**config.mk**
```make
export PLATFORM = sky130hd
export DESIGN_NAME = ring_sc
export DESIGN_NICKNAME = d
export VERILOG_FILES = /design/src/rtl/ring_sc.sv
export SDC_FILE = /design/constraint.sdc
export NUM_CORES = 1
export LEC_CHECK = 0
export BUFFER_PORTS_ARGS = -buffer_cell sky130_fd_sc_hd__buf_2
export CORE_AREA = 10 10 47 49
export DETAILED_ROUTE_END_ITERATION = 7
export DIE_AREA = 0 0 57 59
export GPL_TIMING_DRIVEN = 0
export REMOVE_ABC_BUFFERS = 1
export SYNTH_ARGS = -nofsm -noshare
export SYNTH_HDL_FRONTEND = slang
export SYNTH_SLANG_ARGS = --single-unit
export TNS_END_PERCENT = 1
```
**constraint.sdc**
```tcl
create_clock -name clk -period 0.8 [get_ports clk]
set_input_delay 0.08 -clock clk [delete_from_list [all_inputs] [get_ports clk]]
set_output_delay 0.08 -clock clk [all_outputs]
set_load 0.02 [all_outputs]
```
**src/rtl/ring_sc.sv**
```systemverilog
module ring_sc #(
  parameter int WIDTH      = 4,
  parameter bit ACTIVE_LOW = 1'b0
) (
  input  logic             clk,
  input  logic             rst,
  input  logic             tst_load,
  input  logic [WIDTH-1:0] tst_state,
  output logic [WIDTH-1:0] q
);
  localparam logic [WIDTH-1:0] ONE   = {{(WIDTH-1){1'b0}}, 1'b1};
  localparam logic [WIDTH-1:0] START = ACTIVE_LOW ? ~ONE : ONE;

  logic fb;

  generate
    if (ACTIVE_LOW) begin : g_low
      assign fb = ~&q[WIDTH-2:0];
    end else begin : g_high
      assign fb = ~|q[WIDTH-2:0];
    end
  endgenerate

  always_ff @(posedge clk) begin
    if (rst)           q <= START;
    else if (tst_load) q <= tst_state;
    else               q <= {q[WIDTH-2:0], fb};
  end
endmodule

```
==> results of run 1 <==
==> metrics by stage <==
step / setup slack (ns) / TNS [ns] / util / std cells
2_1_floorplan: 0.0183 / 0 / - / 12
3_3_place_gp: 0.0738 / 0 / 0.152 / 38
4_1_cts: 0.00375 / 0 / 0.181 / 41
3_5_place_dp: 0.0483 / 0 / 0.152 / 38
6_report: 0.0178 / 0 / 0.186 / 41
5_1_grt: -0.0148 / -0.0239 / 0.186 / 41
==> final timing paths <==
check                       start               to  slack, ns
setup / recovery  q[1]$_SDFF_PP0_             q[1]       0.02
hold / removal                rst  q[1]$_SDFF_PP0_       0.04
setup reg to reg  q[1]$_SDFF_PP0_  q[0]$_SDFF_PP1_       0.05
hold reg to reg   q[2]$_SDFF_PP0_  q[0]$_SDFF_PP1_       0.45
==> area by class of cell <==
cell class / instances / area share
flip-flops and latches: 4 / 0.322
clock buffers: 3 / 0.0865
multi-input cells: 8 / 0.240
well taps: 16 / 0.0769
repair buffers: 10 / 0.274
==> metal layers <==
layer / wire length, microns / vias up
met5: 0 / -
met4: 23 / 0
met3: 93 / 4
met2: 157 / 14
met1: 159 / 58
li1: - / 69
==> placed cells by master (no fill, tap or decap) <==
cell      instances
buf_2             6
mux2i_1           3
nor2_1            3
clkbuf_4          3
buf_6             3
dfxtp_2           3
a21oi_1           1
o41ai_2           1
buf_4             1
dfxtp_1           1
==> cell families (layout without fill, tap and decap cells) <==
kind of cell / Yosys count / count (layout) / share of synthesized area
DFF: 4 / 4 / 0.520
muxes: 3 / 3 / 0.195
and+or+nand+nor: 3 / 3 / 0.0732
AOI/OAI and AO/OA: 2 / 2 / 0.138
buffers and inverters: 1 / 13 / 0.0732
==> timing repair <==
item / 4_1_cts / 5_1_grt
hold buffers: 0 / 0
pin swaps: 0 / 0
setup endpoints to repair: 3 / 4
resized for setup: 8 / 2
buffers inserted: 0 / 0
==> report_power, final <==
part	internal, mW	switching, mW	total (mW)	leakage, nW
Clock	0.167	0.0773	0.245	0.0138
Sequential	0.218	0.0134	0.231	0.0337
Combinational	0.0479	0.0413	0.0891	0.0762
Total	0.433	0.132	0.565	0.124
==> results.yml, run 1 <==
synthesis:
  ys_warn_count: 0
  synth-edff-count: 0
  syn_inst: 13
  post-synth-top-count-cell: "dfxtp_1"
  seq_area_frac_synth: 0.520
  synth.distinct_cells: 6
  syn_area_per_cell_sq_um: 11.8
  ys_dominant_reg_cell: "dfxtp_1"
  async_flop_share: 0
  synth_top_area_frac: 0.520
  synth_top_area_cell: "dfxtp_1"
  synth-seq-cells: 4
  syn_area_sq_um: 154
  yosys-top-cells-count: "dfxtp_1, mux2i_1, nor2_1"
  synth_area_leaders: "dfxtp_1, mux2i_1, o41ai_2"
finish:
  nFillCells: 169
  area_growth_pct: 69.1
  largestRegisters: "q (4)"
  multi_input_area_sq_um: 62.6
  largest_register: "q"
  fin_nets: 34
  layout-drive-gt1-share: 0.680
  seqCellArea_sq_um: 83.8
  diodes: 0
  finalInstanceArea_sq_um: 260
  largest_reg_flops: 4
clock_network:
  cts_made_buffers: 3
  clock_latency_ns: 0.23
  cts-root-buf: "clkbuf_4"
  cts_tree: "yes"
  h-tree-depth: 1
  numClockSinks: 4
  clk_pin_slew_ns: 0.04
  clk_path_buf_depth: 2
power_and_ir_drop:
  p_total_mw: 0.565
  power.leakage_nw: 0.124
  power_per_cell_area_mw_per_mm2: 2170
  ir_drop_v: 0.000336
run:
  drv_cap: 0
setup_path:
  critPathTopFamily: "flip-flops"
  worstPathRequired_ns: 0.72
  crit_fanout: 3
  startpoint_type: "register"
  cp_cell_sequence: "buf_6"
  r2r_cells: 1
  cp_num_cells: 1
  cp.arrival_ns: 0.70
  slowest_stage: "dfxtp_2"
  max_stage_delay_ns: 0.35
  crit_type: "reg2out"
  critPathCaptureType: "output port"
  path_buf_inv: 1
hold_path:
  hp-class: "in2reg"
  holdPathStages: 2
floorplanning:
  dieArea_sq_mm: 0.00336
  rows: 14
  die_h_microns: 59
  coreArea_sq_mm: 0.00140
  ios: 11
  initial_core_util: 0.110
  die_x_microns: 57
route:
  routed_wl_microns: 433
  final_antenna_net_count: 0
  via_per_inst: 3.54
  drc: 0
  drt_iter0_markers: 0
  wl_per_cell_microns: 10.6
  vias: 145
  firstDrtPassIters: 1
timing:
  relSlewSlack: 0.848
  grt_setup_unrepaired: "true"
  worst_pin_slew_ns: 0.225
  setup_viol: 0
  fin_crit_ns: 0.782
  hold_viol: 0
  hold_ws_ns: 0.0445
  fin_crit_sh: 0.978
  finalMaxSlewViolations: 0
  fmax_mhz: 1280
  skew_ns: 0.00150
global_route:
  use_met1: 0.0227
  grt_first_pass_wirelength_microns: 724
  antenna_found_initial: 0
  busiest_layer: "met4"
  grt_max_degree: 6
  grt_use_met2: 0.0372
  grt_pass1_vias: 174
  met3_usage: 0.0365
  grtUsageTotal: 0.0325
  grt_overflow: 0
status:
  status: "finished clean"
placement:
  gp_congestion: 0.641
  io_buffers: 10
  place_area_sq_um: 213
No activity file was read; power rests on OpenSTA's default activity.
==> inputs of run 2 (changes only) <==
--- a/config.mk
+++ b/config.mk
@@ -5,11 +5,11 @@
 export SDC_FILE = /design/constraint.sdc
 export NUM_CORES = 1
 export LEC_CHECK = 0
+export ABC_AREA = 1
 export BUFFER_PORTS_ARGS = -buffer_cell sky130_fd_sc_hd__buf_2
 export CORE_AREA = 10 10 47 49
 export DETAILED_ROUTE_END_ITERATION = 7
 export DIE_AREA = 0 0 57 59
-export GPL_TIMING_DRIVEN = 0
 export REMOVE_ABC_BUFFERS = 1
 export SYNTH_ARGS = -nofsm -noshare
 export SYNTH_HDL_FRONTEND = slang
==> results.yml, run 2 <==
synthesis:
  ys_warn_count: 0
  syn_inst: 24
  yosys.area_share.simple: 0.360
  syn_area_sq_um: 156
  synth-edff-count: 0
  yosys-top-cells-count: "nand2_1, nor2_1, dfxtp_1, inv_1, a21oi_1"
  seq_area_frac_synth: 0.512
  synth.distinct_cells: 5
  synth_top_area_cell: "dfxtp_1"
  synth_area_leaders: "dfxtp_1, nand2_1, nor2_1"
  ys_dominant_reg_cell: "dfxtp_1"
  synthAdderAreaFrac: 0
  muxShareOfSynthArea: 0
  synth-xor-area-share: 0
  synth-seq-cells: 4
  synth-compound-area-share: 0.0320
  post-synth-top-count-cell: "nand2_1"
  async_flop_share: 0
  synth_top_family_by_area: "simple AND/OR/NAND/NOR gates"
  synth_top_area_frac: 0.512
  syn_area_per_cell_sq_um: 6.52
setup_path:
  cp_num_cells: 1
  worstPathRequired_ns: 0.72
  timing.rr.start: "q[0]$_SDFF_PP1_"
  crit_type: "reg2out"
  r2r_cells: 3
  slowest_stage: "dfxtp_2"
  max_stage_delay_ns: 0.34
  path_buf_inv: 1
  timing.rr.end: "q[0]$_SDFF_PP1_"
  cp_cell_sequence: "buf_6"
  r2r_setup_slack_ns: 0.18
  crit_fanout: 3
  cp.arrival_ns: 0.69
  critPathCaptureType: "output port"
  critPathTopFamily: "flip-flops"
  startpoint_type: "register"
timing:
  hold_viol: 0
  setup_viol: 0
  grt_setup_unrepaired: "true"
  fin_crit_ns: 0.772
  fin_crit_sh: 0.965
  skew_ns: 0.00280
  finalMaxSlewViolations: 0
  fmax_mhz: 1300
  relSlewSlack: 0.917
  worst_pin_slew_ns: 0.124
finish:
  fin_nets: 46
  diodes: 0
  mostFrequentLayoutCell: "nand2_1"
  multi_input_area_sq_um: 61.3
  seqCellArea_sq_um: 83.8
  layout-drive-gt1-share: 0.432
  nFillCells: 172
  largest_reg_flops: 4
  area_growth_pct: 75.2
  largestRegisters: "q (4)"
  utilization: 0.196
  largest_register: "q"
  finalNonFillerCells: 53
  mostFrequentLayoutCells: "nand2_1, nor2_1, buf_2"
global_route:
  grt_first_pass_wirelength_microns: 724
  grt_overflow: 0
  grt_max_degree: 8
  grt_pass1_vias: 204
  grtUsageTotal: 0.0311
  antenna_found_initial: 0
power_and_ir_drop:
  p_switching_mw: 0.138
  ir_drop_v: 0.000583
  pwr-share-seq: 0.401
  power_per_cell_area_mw_per_mm2: 2080
  p_total_mw: 0.571
  p_int_mw: 0.433
  combPwrFrac: 0.167
  p_clk_frac: 0.432
  power.leakage_nw: 0.152
  switching_share: 0.241
run:
  drv_cap: 0
clock_network:
  post_cts_buffers: 0
  numClockSinks: 4
  cts_made_buffers: 3
  clk_pin_slew_ns: 0.04
  h-tree-depth: 1
  cts-root-buf: "clkbuf_4"
  clk_path_buf_depth: 2
  clock_latency_ns: 0.23
  cts_tree: "yes"
floorplanning:
  die_x_microns: 57
  rows: 14
  coreArea_sq_mm: 0.00140
  dieArea_sq_mm: 0.00336
  initial_core_util: 0.112
  die_h_microns: 59
  ios: 11
hold_path:
  holdPathStages: 3
  hp-start: "rst"
  hp-class: "in2reg"
  hold_end: "q[0]$_SDFF_PP1_"
route:
  final_antenna_net_count: 0
  routed_wl_microns: 445
  wl_per_cell_microns: 8.40
  drc: 0
  drt_iter0_markers: 0
  firstDrtPassIters: 1
  vias: 184
  via_per_inst: 3.47
placement:
  place_inst: 50
  dpl.hpwl_microns: 380
  gp_congestion: 0.668
  io_buffers: 10
status:
  status: "finished clean"
run 2: changes by cell type in the layout (fill, tap and decap cells not counted), sizes merged:
cell   before  now
nor2        3    7
o41ai       1    0
mux2i       3    0
inv         0    4
nand2       0    8
run 2: worst register-to-register path, cell delays in order, from the launching register on:
cell     delay (ns)
dfxtp_2        0.31
nor2_1         0.12
nand2_1        0.07
nand2_1        0.06
run 2: layout make-up:
| type | instances | area share |
|---|---|---|
| clock buffers | 3 | 0.0822 |
| inverters | 4 | 0.0548 |
| multi-input cells | 16 | 0.224 |
| flip-flops and latches | 4 | 0.306 |
| well taps | 16 | 0.0731 |
| repair buffers | 10 | 0.260 |
run 2: how the worst max path moves through the flow:
stage | endpoint | start | slack, ns
global route | q[2] | q[2]$_SDFF_PP0_ | -0.008
finish | q[2] | q[2]$_SDFF_PP0_ | 0.03
detailed placement | q[0]$_SDFF_PP1_ | q[1]$_SDFF_PP0_ | 0.18
CTS | q[2] | q[2]$_SDFF_PP0_ | 0.002
global placement | q[0]$_SDFF_PP1_ | q[2]$_SDFF_PP0_ | 0.20
floorplan | q[0]$_SDFF_PP1_ | q[1]$_SDFF_PP0_ | 0.08
run 2: repair_timing:
item / CTS / global route
hold buffers: 0 / 0
pin swaps: 0 / 0
gates resized for setup: 7 / 3
setup endpoints to repair: 3 / 3
run 2: cells by family (layout without fill, tap and decap cells):
| group | after synthesis | in the layout |
|---|---|---|
| flip-flops | 4 | 4 |
| AO/OA/AOI/OAI | 1 | 1 |
| AND/OR/NAND/NOR | 15 | 15 |
| buffers and inverters | 4 | 17 |
run 2: layer usage:
| metal | vias up | global-route usage | routed length (microns) |
|---|---|---|---|
| li1 | 96 | - | - |
| met1 | 79 | 0.0214 | 154 |
| met2 | 9 | 0.0419 | 213 |
| met3 | 0 | 0.0515 | 76 |
| met4 | 0 | 0.0101 | 0 |
| met5 | - | 0 | 0 |
run 2: power groups by stage:
| stage | Sequential (mW) | Clock (mW) | Combinational, mW |
|---|---|---|---|
| global route | 0.232 | 0.281 | 0.106 |
| detailed placement | 0.227 | 0 | 0.0830 |
| CTS | 0.228 | 0.262 | 0.0940 |
| finish | 0.229 | 0.246 | 0.0955 |
| floorplan | 0.245 | 0 | 0.0255 |
| global placement | 0.226 | 0 | 0.0828 |
run 2: metrics by stage:
step,cell area (sq um),TNS (ns),hold slack [ns],worst slack [ns]
floorplan,156,0,0.168,0.0772
global placement,226,0,0.283,0.196
detailed placement,226,0,0.282,0.181
CTS,267,0,0.0395,0.00166
global route,274,-0.00817,0.0523,-0.00817
finish,274,0,0.0470,0.0280
==> inputs of run 3 (changes only) <==
--- a/config.mk
+++ b/config.mk
@@ -10,6 +10,7 @@
 export CORE_AREA = 10 10 47 49
 export DETAILED_ROUTE_END_ITERATION = 7
 export DIE_AREA = 0 0 57 59
+export PLACE_DENSITY = 0.3
 export REMOVE_ABC_BUFFERS = 1
 export SYNTH_ARGS = -nofsm -noshare
 export SYNTH_HDL_FRONTEND = slang
==> results.yml, run 3 (same netlist as run 2, synthesis figures left out) <==
finish:
  nFillCells: 176
  area_growth_pct: 73.6
  diodes: 0
  mostFrequentLayoutCell: "nand2_1"
  fin_nets: 46
  finalInstanceArea_sq_um: 272
  layout-drive-gt1-share: 0.432
  largest_register: "q"
  mostFrequentLayoutCells: "nand2_1, nor2_1, buf_2"
  largest_reg_flops: 4
  largestRegisters: "q (4)"
route:
  firstDrtPassIters: 2
  vias: 177
  final_antenna_net_count: 0
  via_per_inst: 3.34
  wl_met2_microns: 180
  drt_iter0_markers: 1
  drc: 0
  routed_wl_microns: 449
  wl_per_cell_microns: 8.47
  maxUsedRoutingLayer: "met3"
  dr_wl_met3_microns: 63
  wl_met1_microns: 205
timing:
  setup_viol: 0
  fin_crit_ns: 0.769
  fmax_mhz: 1300
  skew_ns: 0.00515
  worst_pin_slew_ns: 0.119
  fin_crit_sh: 0.962
  finalSetupTns_ns: 0
  finalMaxSlewViolations: 0
  hold_viol: 0
  relSlewSlack: 0.921
  grt_setup_unrepaired: "true"
setup_path:
  critPathCaptureType: "output port"
  slowest_stage: "dfxtp_2"
  max_stage_delay_ns: 0.34
  r2r_setup_slack_ns: 0.19
  crit_fanout: 3
  worstPathRequired_ns: 0.72
  cp.arrival_ns: 0.69
  crit_type: "reg2out"
  cp_cell_sequence: "buf_6"
  startpoint_type: "register"
  critPathTopFamily: "flip-flops"
  path_buf_inv: 1
clock_network:
  clk_path_buf_depth: 2
  clk_pin_slew_ns: 0.04
  numClockSinks: 4
  clock_latency_ns: 0.23
  cts_made_buffers: 3
  cts_tree: "yes"
  cts-root-buf: "clkbuf_4"
  post_cts_buffers: 0
  h-tree-depth: 1
  holdBufCountCts: 0
floorplanning:
  die_h_microns: 59
  rows: 14
  initial_core_util: 0.112
  coreArea_sq_mm: 0.00140
  die_x_microns: 57
  ios: 11
  dieArea_sq_mm: 0.00336
global_route:
  antenna_found_initial: 0
  grtUsageTotal: 0.0328
  grt_first_pass_wirelength_microns: 786
  grt_overflow: 0
  grt_max_degree: 8
  grt_pass1_vias: 205
power_and_ir_drop:
  combPwrFrac: 0.168
  pwr-share-seq: 0.403
  ir_drop_v: 0.000874
  p_switching_mw: 0.135
  power_per_cell_area_mw_per_mm2: 2090
  p_int_mw: 0.431
  p_clk_frac: 0.429
  switching_share: 0.239
  power.leakage_nw: 0.151
placement:
  place_area_sq_um: 226
  io_buffers: 10
  gp_congestion: 0.671
status:
  status: "finished clean"
hold_path:
  hp-class: "in2reg"
run:
  drv_cap: 0
-- run 3: cell counts in the layout (fill, tap and decap cells not counted) --
No cell type changed its count.
-- run 3: metal layers --
metal,vias to the layer above,GRT usage
met5,-,0
met4,0,0.0101
met3,0,0.0451
met2,9,0.0388
met1,72,0.0319
li1,96,-
-- run 3: stage by stage --
| stage | cells | power, mW | util | worst slack [ns] | hold slack [ns] |
|---|---|---|---|---|---|
| 2_1_floorplan | 24 | 0.271 | - | 0.0772 | 0.168 |
| 3_3_place_gp | 50 | 0.310 | 0.162 | 0.189 | 0.283 |
| 3_5_place_dp | 50 | 0.310 | 0.162 | 0.193 | 0.285 |
| 4_1_cts | 53 | 0.577 | 0.190 | 0.0164 | 0.0431 |
| 5_1_grt | 53 | 0.608 | 0.194 | -0.0105 | 0.0539 |
| 6_report | 53 | 0.566 | 0.194 | 0.0308 | 0.0511 |
-- run 3: worst paths after layout --
kind	depth (start not counted)	to	start
worst max-delay path	1	q[2]	q[2]$_SDFF_PP0_
worst min-delay path	3	q[0]$_SDFF_PP1_	rst
worst max register to register	3	q[0]$_SDFF_PP1_	q[1]$_SDFF_PP0_
worst min register to register	2	q[2]$_SDFF_PP0_	q[1]$_SDFF_PP0_
-- run 3: repair_timing --
| action | CTS | global route |
|---|---|---|
| hold endpoints to repair | 0 | 0 |
| gates resized for setup | 7 | 2 |
| setup endpoints to repair | 3 | 2 |
| gates cloned | 0 | 0 |
-- run 3: final cells by class --
class / count / area, sq um / share of cell area
Sequential cell: 4 / 83.8 / 0.309
Timing Repair Buffer: 10 / 68.8 / 0.253
Multi-Input combinational cell: 16 / 61.3 / 0.226
Clock buffer: 3 / 22.5 / 0.0829
Tap cell: 16 / 20.0 / 0.0737
Inverter: 4 / 15.0 / 0.0553
-- run 3: power groups by stage --
stage / Clock [mW] / Sequential (mW) / Combinational [mW]
floorplan: 0 / 0.245 / 0.0255
global placement: 0 / 0.226 / 0.0845
detailed placement: 0 / 0.226 / 0.0839
CTS: 0.255 / 0.227 / 0.0948
global route: 0.270 / 0.232 / 0.106
finish: 0.243 / 0.228 / 0.0949
